$ cat config.mk
export PLATFORM = sky130hd
export DESIGN_NAME = tunnel_encap
export DESIGN_NICKNAME = d
export VERILOG_FILES = /design/src/rtl/tunnel_encap_pkg.sv /design/src/rtl/tunnel_fifo.sv /design/src/rtl/tunnel_lookup.sv /design/src/rtl/tunnel_emit.sv /design/src/rtl/tunnel_encap.sv
export SDC_FILE = /design/constraint.sdc
export NUM_CORES = 2
export LEC_CHECK = 0
export BUFFER_PORTS_ARGS = -buffer_cell sky130_fd_sc_hd__clkbuf_2
export CORE_UTILIZATION = 50
export CTS_BUF_LIST = sky130_fd_sc_hd__clkbuf_16
export CTS_CLUSTER_DIAMETER = 120
export DETAILED_ROUTE_END_ITERATION = 12
export GPL_TIMING_DRIVEN = 0
export PLACE_DENSITY = 0.71
export SYNTH_ARGS = -nofsm -noshare
export SYNTH_HDL_FRONTEND = slang
export SYNTH_HIERARCHICAL = 1
export SYNTH_SLANG_ARGS = --single-unit
$ cat constraint.sdc
create_clock -name clk -period 20.6 [get_ports clk]
set_input_delay 6.18 -clock clk [delete_from_list [all_inputs] [get_ports clk]]
set_output_delay 6.18 -clock clk [all_outputs]
set_load 0.03 [all_outputs]
$ cat src/rtl/tunnel_encap_pkg.sv
package tunnel_encap_pkg;

    localparam int DST_FIRST  = 24;
    localparam int DST_AFTER  = 40;
    localparam int V4_HDR_LEN = 20;
    localparam logic [7:0] PROTO_V6 = 8'd41;

    typedef struct packed {
        logic         vld;
        logic [127:0] pfx;
        logic [7:0]   plen;
        logic [31:0]  loc;
        logic [31:0]  rem;
    } tun_entry_t;

    typedef struct packed {
        logic [127:0] dst;
        logic [15:0]  len;
    } pkt_desc_t;

    typedef enum logic [2:0] {RD_IDLE, RD_REQ, RD_WAIT, RD_HDR, RD_BODY} rd_state_t;

    function automatic logic [127:0] prefix_mask(input logic [7:0] plen);
        logic [127:0] m;
        for (int i = 0; i < 128; i++) m[127-i] = (i < int'(plen));
        return m;
    endfunction

    function automatic logic [15:0] ip4_csum(input logic [15:0] tot, input logic [7:0] ttl,
                                             input logic [31:0] src, input logic [31:0] dst);
        logic [19:0] s;
        s = 20'h04500 + {4'd0, tot} + {4'd0, ttl, PROTO_V6}
          + {4'd0, src[31:16]} + {4'd0, src[15:0]}
          + {4'd0, dst[31:16]} + {4'd0, dst[15:0]};
        s = {4'd0, s[15:0]} + {16'd0, s[19:16]};
        s = {4'd0, s[15:0]} + {16'd0, s[19:16]};
        return ~s[15:0];
    endfunction

    function automatic logic [7:0] ip4_hdr_byte(input logic [4:0] idx, input logic [15:0] tot,
                                                 input logic [15:0] csum, input logic [7:0] ttl,
                                                 input logic [31:0] src, input logic [31:0] dst);
        case (idx)
            5'd0:    return 8'h45;
            5'd2:    return tot[15:8];
            5'd3:    return tot[7:0];
            5'd8:    return ttl;
            5'd9:    return PROTO_V6;
            5'd10:   return csum[15:8];
            5'd11:   return csum[7:0];
            5'd12:   return src[31:24];
            5'd13:   return src[23:16];
            5'd14:   return src[15:8];
            5'd15:   return src[7:0];
            5'd16:   return dst[31:24];
            5'd17:   return dst[23:16];
            5'd18:   return dst[15:8];
            5'd19:   return dst[7:0];
            default: return 8'h00;
        endcase
    endfunction

endpackage

$ cat src/rtl/tunnel_fifo.sv
module tunnel_fifo #(
    parameter int W     = 9,
    parameter int DEPTH = 256
) (
    input  logic         clk,
    input  logic         rst,
    input  logic         push,
    input  logic [W-1:0] wr_data,
    input  logic         pop,
    output logic [W-1:0] rd_data,
    output logic         full,
    output logic         empty
);
    localparam int AW = $clog2(DEPTH);
    localparam int CW = $clog2(DEPTH + 1);

    logic [W-1:0]  mem [DEPTH];
    logic [AW-1:0] wp, rp;
    logic [CW-1:0] cnt;
    logic          do_push, do_pop;

    assign full    = (cnt == CW'(DEPTH));
    assign empty   = (cnt == '0);
    assign do_push = push && !full;
    assign do_pop  = pop && !empty;
    assign rd_data = mem[rp];

    always_ff @(posedge clk) begin
        if (do_push) mem[wp] <= wr_data;
    end

    always_ff @(posedge clk) begin
        if (rst) begin
            wp  <= '0;
            rp  <= '0;
            cnt <= '0;
        end else begin
            if (do_push) wp <= (wp == AW'(DEPTH-1)) ? '0 : wp + 1'b1;
            if (do_pop)  rp <= (rp == AW'(DEPTH-1)) ? '0 : rp + 1'b1;
            case ({do_push, do_pop})
                2'b10:   cnt <= cnt + 1'b1;
                2'b01:   cnt <= cnt - 1'b1;
                default: cnt <= cnt;
            endcase
        end
    end
endmodule

$ cat src/rtl/tunnel_lookup.sv
module tunnel_lookup
    import tunnel_encap_pkg::*;
#(
    parameter int NENT = 4,
    localparam int IW  = $clog2(NENT)
) (
    input  logic          clk,
    input  logic          rst,
    input  logic          cfg_we,
    input  logic [IW-1:0] cfg_idx,
    input  tun_entry_t    cfg_entry,
    input  logic          req_valid,
    output logic          req_ready,
    input  logic [127:0]  req_dst,
    output logic          rsp_valid,
    output logic          rsp_hit,
    output logic [31:0]   rsp_loc,
    output logic [31:0]   rsp_rem
);
    tun_entry_t    tbl [NENT];
    logic          busy;
    logic [IW-1:0] idx;
    logic [127:0]  key;
    tun_entry_t    cur;
    logic          hit_now;

    for (genvar g = 0; g < NENT; g++) begin : g_ent
        always_ff @(posedge clk) begin
            if (rst)                                tbl[g] <= '0;
            else if (cfg_we && cfg_idx == IW'(g))   tbl[g] <= cfg_entry;
        end
    end

    assign req_ready = !busy;
    assign cur       = tbl[idx];
    assign hit_now   = cur.vld && (((key ^ cur.pfx) & prefix_mask(cur.plen)) == '0);

    always_ff @(posedge clk) begin
        if (rst) begin
            busy      <= 1'b0;
            idx       <= '0;
            key       <= '0;
            rsp_valid <= 1'b0;
            rsp_hit   <= 1'b0;
            rsp_loc   <= '0;
            rsp_rem   <= '0;
        end else begin
            rsp_valid <= 1'b0;
            if (req_valid && !busy) begin
                busy <= 1'b1;
                idx  <= '0;
                key  <= req_dst;
            end else if (busy) begin
                if (hit_now || idx == IW'(NENT-1)) begin
                    busy      <= 1'b0;
                    rsp_valid <= 1'b1;
                    rsp_hit   <= hit_now;
                    rsp_loc   <= cur.loc;
                    rsp_rem   <= cur.rem;
                end else begin
                    idx <= idx + 1'b1;
                end
            end
        end
    end
endmodule

$ cat src/rtl/tunnel_emit.sv
module tunnel_emit
    import tunnel_encap_pkg::*;
#(
    parameter logic [7:0] TTL = 8'd64
) (
    input  logic         clk,
    input  logic         rst,
    input  logic         desc_empty,
    input  pkt_desc_t    desc_rd,
    output logic         desc_pop,
    output logic         lkp_req_valid,
    input  logic         lkp_req_ready,
    output logic [127:0] lkp_req_dst,
    input  logic         lkp_rsp_valid,
    input  logic         lkp_rsp_hit,
    input  logic [31:0]  lkp_rsp_loc,
    input  logic [31:0]  lkp_rsp_rem,
    input  logic [8:0]   dat_rd,
    input  logic         dat_empty,
    output logic         dat_pop,
    output logic         out_valid,
    input  logic         out_ready,
    output logic [7:0]   out_data,
    output logic         out_last
);
    rd_state_t    st;
    logic [127:0] dst_q;
    logic [15:0]  len_q, tot;
    logic [31:0]  loc_q, rem_q;
    logic [15:0]  csum_q;
    logic [4:0]   hidx;

    assign tot           = len_q + 16'(V4_HDR_LEN);
    assign desc_pop      = (st == RD_IDLE) && !desc_empty;
    assign lkp_req_valid = (st == RD_REQ);
    assign lkp_req_dst   = dst_q;
    assign out_valid     = (st == RD_HDR) || ((st == RD_BODY) && !dat_empty);
    assign out_data      = (st == RD_HDR) ? ip4_hdr_byte(hidx, tot, csum_q, TTL, loc_q, rem_q)
                                          : dat_rd[7:0];
    assign out_last      = (st == RD_BODY) && dat_rd[8];
    assign dat_pop       = (st == RD_BODY) && !dat_empty && out_ready;

    always_ff @(posedge clk) begin
        if (rst) begin
            st     <= RD_IDLE;
            dst_q  <= '0;
            len_q  <= '0;
            loc_q  <= '0;
            rem_q  <= '0;
            csum_q <= '0;
            hidx   <= '0;
        end else begin
            case (st)
                RD_IDLE: if (!desc_empty) begin
                    dst_q <= desc_rd.dst;
                    len_q <= desc_rd.len;
                    st    <= RD_REQ;
                end
                RD_REQ: if (lkp_req_ready) st <= RD_WAIT;
                RD_WAIT: if (lkp_rsp_valid) begin
                    loc_q  <= lkp_rsp_loc;
                    rem_q  <= lkp_rsp_rem;
                    csum_q <= ip4_csum(tot, TTL, lkp_rsp_loc, lkp_rsp_rem);
                    hidx   <= '0;
                    st     <= lkp_rsp_hit ? RD_HDR : RD_BODY;
                end
                RD_HDR: if (out_ready) begin
                    hidx <= hidx + 1'b1;
                    if (hidx == 5'(V4_HDR_LEN-1)) st <= RD_BODY;
                end
                RD_BODY: if (dat_pop && dat_rd[8]) st <= RD_IDLE;
                default: st <= RD_IDLE;
            endcase
        end
    end
endmodule

$ cat src/rtl/tunnel_encap.sv
module tunnel_encap
    import tunnel_encap_pkg::*;
#(
    parameter int         DEPTH      = 256,
    parameter int         DESC_DEPTH = 4,
    parameter int         NENT       = 4,
    parameter logic [7:0] TTL        = 8'd64,
    localparam int        IW         = $clog2(NENT)
) (
    input  logic          clk,
    input  logic          rst,
    input  logic          in_valid,
    output logic          in_ready,
    input  logic [7:0]    in_data,
    input  logic          in_last,
    output logic          out_valid,
    input  logic          out_ready,
    output logic [7:0]    out_data,
    output logic          out_last,
    input  logic          cfg_we,
    input  logic [IW-1:0] cfg_idx,
    input  logic          cfg_valid,
    input  logic [127:0]  cfg_prefix,
    input  logic [7:0]    cfg_plen,
    input  logic [31:0]   cfg_local,
    input  logic [31:0]   cfg_remote
);
    localparam int DW = $bits(pkt_desc_t);

    logic         acc, dat_full, dat_empty, dat_pop, desc_full, desc_empty, desc_pop;
    logic [8:0]   dat_rd;
    logic [DW-1:0] desc_rd_v;
    pkt_desc_t    desc_wr;
    logic [15:0]  wr_cnt;
    logic [127:0] dst_acc, dst_nx;
    logic         lkp_req_valid, lkp_req_ready, lkp_rsp_valid, lkp_rsp_hit;
    logic [127:0] lkp_req_dst;
    logic [31:0]  lkp_rsp_loc, lkp_rsp_rem;
    tun_entry_t   cfg_entry;

    assign in_ready = !dat_full && !desc_full;
    assign acc      = in_valid && in_ready;
    assign dst_nx   = (wr_cnt >= 16'(DST_FIRST) && wr_cnt < 16'(DST_AFTER))
                    ? {dst_acc[119:0], in_data} : dst_acc;
    assign desc_wr  = '{dst: dst_nx, len: wr_cnt + 16'd1};
    assign cfg_entry = '{vld: cfg_valid, pfx: cfg_prefix, plen: cfg_plen,
                         loc: cfg_local, rem: cfg_remote};

    always_ff @(posedge clk) begin
        if (rst) begin
            wr_cnt  <= '0;
            dst_acc <= '0;
        end else if (acc) begin
            dst_acc <= dst_nx;
            wr_cnt  <= in_last ? 16'd0 : wr_cnt + 16'd1;
        end
    end

    tunnel_fifo #(.W(9), .DEPTH(DEPTH)) u_dat (
        .clk(clk), .rst(rst), .push(acc), .wr_data({in_last, in_data}),
        .pop(dat_pop), .rd_data(dat_rd), .full(dat_full), .empty(dat_empty)
    );

    tunnel_fifo #(.W(DW), .DEPTH(DESC_DEPTH)) u_desc (
        .clk(clk), .rst(rst), .push(acc && in_last), .wr_data(desc_wr),
        .pop(desc_pop), .rd_data(desc_rd_v), .full(desc_full), .empty(desc_empty)
    );

    tunnel_lookup #(.NENT(NENT)) u_lkp (
        .clk(clk), .rst(rst), .cfg_we(cfg_we), .cfg_idx(cfg_idx), .cfg_entry(cfg_entry),
        .req_valid(lkp_req_valid), .req_ready(lkp_req_ready), .req_dst(lkp_req_dst),
        .rsp_valid(lkp_rsp_valid), .rsp_hit(lkp_rsp_hit),
        .rsp_loc(lkp_rsp_loc), .rsp_rem(lkp_rsp_rem)
    );

    tunnel_emit #(.TTL(TTL)) u_emit (
        .clk(clk), .rst(rst), .desc_empty(desc_empty), .desc_rd(pkt_desc_t'(desc_rd_v)),
        .desc_pop(desc_pop), .lkp_req_valid(lkp_req_valid), .lkp_req_ready(lkp_req_ready),
        .lkp_req_dst(lkp_req_dst), .lkp_rsp_valid(lkp_rsp_valid), .lkp_rsp_hit(lkp_rsp_hit),
        .lkp_rsp_loc(lkp_rsp_loc), .lkp_rsp_rem(lkp_rsp_rem), .dat_rd(dat_rd),
        .dat_empty(dat_empty), .dat_pop(dat_pop), .out_valid(out_valid),
        .out_ready(out_ready), .out_data(out_data), .out_last(out_last)
    );
endmodule

==> impl_results.md <==
- Post-route ant nets: 0
- Total gr overflow: 0
- Post-CTS Setup Bufs: 0
- Die Y: 599 um
- Cts bufs inserted: 427
- R2R Setup Slk: 11.40 ns
- Fmax: 0.0711 GHz
- Fin. Hold Viols: 0
- Die X: 599 um
- Syn_nets: 11561
- Avg Inst Size Synth: 15.9 sq um
- Cell Chain, Critical Path: clkbuf_1 -> and2_1 -> clkbuf_1 -> clkbuf_1 -> a22oi_1 -> nand2_1 -> a21oi_1 -> nor2_1 -> nor3_1 -> nor3_1 -> nor2_1 -> a21oi_1 -> clkbuf_2
- Register area share after synthesis: 69.0%
- CTS clock-pin slew for the worst setup and hold paths: 0.06 ns
- Hold wc startpoint: u_emit/lkp_req_dst[112]
- Cells after synthesis: 11231
- Worst-path fanout max: 10
- VDD IR max: 0.0788 mV
- Post-synth design cell area: 0.178 sq mm
- Slew Limit Fails: 176
- Post-DP HPWL: 389000 um
- Fin crit share: 68.3%
- WS Path Type: reg2out
- IO Port Bufs: 227
- FF-to-FF Start: u_emit/len_q[2]
- Reg2reg end: u_emit/csum_q[14]
- Leakage power: 64.6 nW
- Post-synth EDFFs: 3684
- Clock Latency Late Sink: 1.02 ns
- CTS Hold Bufs: 0
- Die area: 0.359 sq mm
- Routed len/inst: 33.0 um
- Vias in the first global route: 105466
- Core Rows: 218
- Largest net degree at the start of global routing: 160
- Warnings, synthesis: 6
- Pre-CTS WS: 7.96 ns
- Pre-Repair DR Iteration Count: 9
- Crit path max-delay cell type: clkbuf_1
- Clock skew: 0.105 ns
- Maximum clock path buffer count: 4
- Failing checks: capacitance limit, slew limit
- Hold EP: u_lkp/key[112]
- Total number of vias: 108889
- Vias per inst: 6.39
- Pwr dens: 98.8 mW/mm^2
- Ys async rst share: 0%
- Worst EP arrival: 7.88 ns
- Detailed Route Iter0 Violations: 14883
- Initial antenna violation count: 48
- CP max stage delay: 1.17 ns
- CP most frequent cell: clkbuf_1
- Hold Path Class: reg2reg
- Residual DRC count: 0
- Final setup violation count: 0
- H-Tree Depth: 5
- MaxCap Viol Count: 20
- Area occupied by registers: 0.123 sq mm
- RSZ-0062 raised after global routing: no
- Setup WS post-layout: 6.54 ns
- Num ports: 228
- CTS resizes: 0
- Hold Path Stages: 2
- Share of layout cells above drive strength 1: 18.5%
- Final WL: 563000 um
- Initial core utilization: 50.4%
- Layout Nets: 12255
- #FFs+latches synth: 4301
- Fin crit period: 14.06 ns
- Area Overhead vs Synth: 12.4%
- Slew @ Worst Pin: 1.68 ns
- CTS Root Cell: clkbuf_16
- Multi-input logic area: 0.0512 sq mm
- Synth Flop Type: edfxtp_1
- Wire length of the first global-routing pass: 782000 um
- Critical path capture point type: primary output
- Crit path buffers/inverters: 4
- GRT Overall Usage: 30.9%
- Total Neg Setup Slack: 0 ns
- CTS Sinks: 4301
- Core area: 0.354 sq mm
- FF-to-FF path depth: 32
- Status: finished with violations
- CP startpoint kind: register
- CP required: 14.42 ns
- Yosys cell types: 107
- CTS tree: done
- Fillers: 26734
- Max_slew headroom: -11.8%
- Placer Congestion: 1.01
- Critical path's top delay family: buffers and inverters
-- tightest hold or removal path: stages, from the launching register on --
cell and delay [ns]:
dfxtp_1 0.31, nand2_1 0.06, a21oi_1 0.05
-- area by class of cell --
cell class	instances	share of cell area [%]
antenna	29	0.0362
sequential	4301	61.4
clock inverter	359	1.46
clock buffer	436	5.44
inverter	125	0.234
buffer	749	1.88
multi-input combinational	6056	25.5
tap	4730	2.95
timing repair buffer	265	1.08
-- synthesized netlist by cell type, types with 19 or more instances --
| cell | instances | share of area (%) |
|---|---|---|
| a211oi_1 | 45 | 0.19 |
| a21oi_1 | 696 | 2.0 |
| a221oi_1 | 29 | 0.14 |
| a22oi_1 | 81 | 0.34 |
| a31oi_1 | 22 | 0.077 |
| and2_1 | 821 | 2.9 |
| and3_1 | 28 | 0.098 |
| buf_1 | 41 | 0.086 |
| buf_2 | 150 | 0.42 |
| buf_4 | 36 | 0.15 |
| buf_6 | 71 | 0.45 |
| clkbuf_1 | 441 | 0.93 |
| dfxtp_1 | 617 | 6.9 |
| edfxtp_1 | 3684 | 62 |
| fa_1 | 50 | 0.56 |
| ha_1 | 63 | 0.44 |
| inv_1 | 120 | 0.25 |
| mux2_2 | 22 | 0.14 |
| mux2i_1 | 168 | 0.94 |
| mux4_2 | 907 | 11 |
| nand2_1 | 1276 | 2.7 |
| nand2b_1 | 39 | 0.14 |
| nand3_1 | 212 | 0.60 |
| nand4_1 | 20 | 0.070 |
| nor2_1 | 435 | 0.92 |
| nor2b_1 | 36 | 0.13 |
| nor3_1 | 55 | 0.15 |
| nor3b_1 | 139 | 0.59 |
| nor4_1 | 27 | 0.095 |
| o211ai_1 | 19 | 0.080 |
| o211ai_2 | 60 | 0.42 |
| o21ai_0 | 179 | 0.50 |
| o21ai_2 | 62 | 0.30 |
| o221ai_1 | 61 | 0.30 |
| o22ai_1 | 44 | 0.15 |
| or3_1 | 22 | 0.077 |
| xnor2_1 | 160 | 0.79 |
| xor2_1 | 45 | 0.22 |
-- where the power goes --
part	switching [W]	total (W)	internal (W)
sequential	0.000141	0.00983	0.00969
combinational	0.00152	0.00228	0.000764
clock	0.00335	0.00768	0.00433
total	0.00500	0.0198	0.0148
-- how the worst max path moves through the flow --
stage               slack (ns)  cells past startpoint                end
finish                    6.54                     13        out_data[1]
global route              6.92                     13        out_data[1]
CTS                       6.87                     10        out_data[7]
detailed placement        7.96                     10        out_data[7]
global placement          3.56                      5  u_desc/mem[0][73]
floorplan                 9.51                      6   u_desc/mem[0][0]
-- state kept, by name, summed over array words and instances, names as in the netlist, 32 cells and up, named ones only --
signal and count:
u_emit/rem_q 32, u_dat/mem 2304, u_emit/loc_q 32, u_lkp/tbl 804
dst_acc 128, u_desc/mem 576, u_lkp/rsp_rem 32, u_emit/lkp_req_dst 128
u_lkp/rsp_loc 32, u_lkp/key 128
-- layer usage --
metal	wire length (um)	GRT usage, %
met5	435	0
met4	35800	16.6
met3	67800	8.29
met2	259000	48.3
met1	200000	39.6
-- cells by family (layout without fill, tap and decap cells) --
group                    Yosys count  in the layout  synth area share (%)
multiplexers                    1097           1097                  12.5
other                              0             29                     0
XOR/XNOR                         205            205                  1.01
adder cells (fa/ha/maj)          115            115                  1.01
buffers and inverters            874           1934                  2.37
flip-flops                      4301           4301                  69.0
AND/OR/NAND/NOR                 3186           3186                  8.86
AO/OA/AOI/OAI                   1453           1453                  5.23
-- cell usage in the layout, fill, tap and decap left out, types with 24 or more instances in the layout --
master	n
edfxtp_1	3684
nand2_1	1276
mux4_2	907
and2_1	821
a21oi_1	696
dfxtp_1	617
clkbuf_16	436
nor2_1	435
clkbuf_1	427
clkbuf_2	235
inv_1	222
nand3_1	212
o21ai_0	179
mux2i_1	168
xnor2_1	160
buf_2	153
nor3b_1	138
clkinv_1	86
a22oi_1	81
clkinv_2	78
buf_6	72
ha_1	63
o21ai_2	62
o221ai_1	61
o211ai_2	60
nor3_1	54
fa_1	50
xor2_1	45
a211oi_1	45
o22ai_1	44
nand2b_1	39
bufinv_16	39
buf_1	38
buf_4	37
nor2b_1	35
diode_2	29
buf_16	29
a221oi_1	29
nor4_1	25
and3_1	24
-- stage by stage --
stage	std cells	util, %	hold slack (ns)	area, sq um	power [W]
5_1_grt	17032	56.6	0.455	200000	0.0203
2_1_floorplan	11231	-	0.432	178000	0.0113
3_3_place_gp	16188	52.4	0.446	185000	0.0123
4_1_cts	17020	56.6	0.448	200000	0.0198
6_report	17050	56.6	0.447	200000	0.0198
3_5_place_dp	16225	52.7	0.446	186000	0.0123
Note: power is estimated with default switching activity, not from simulation.
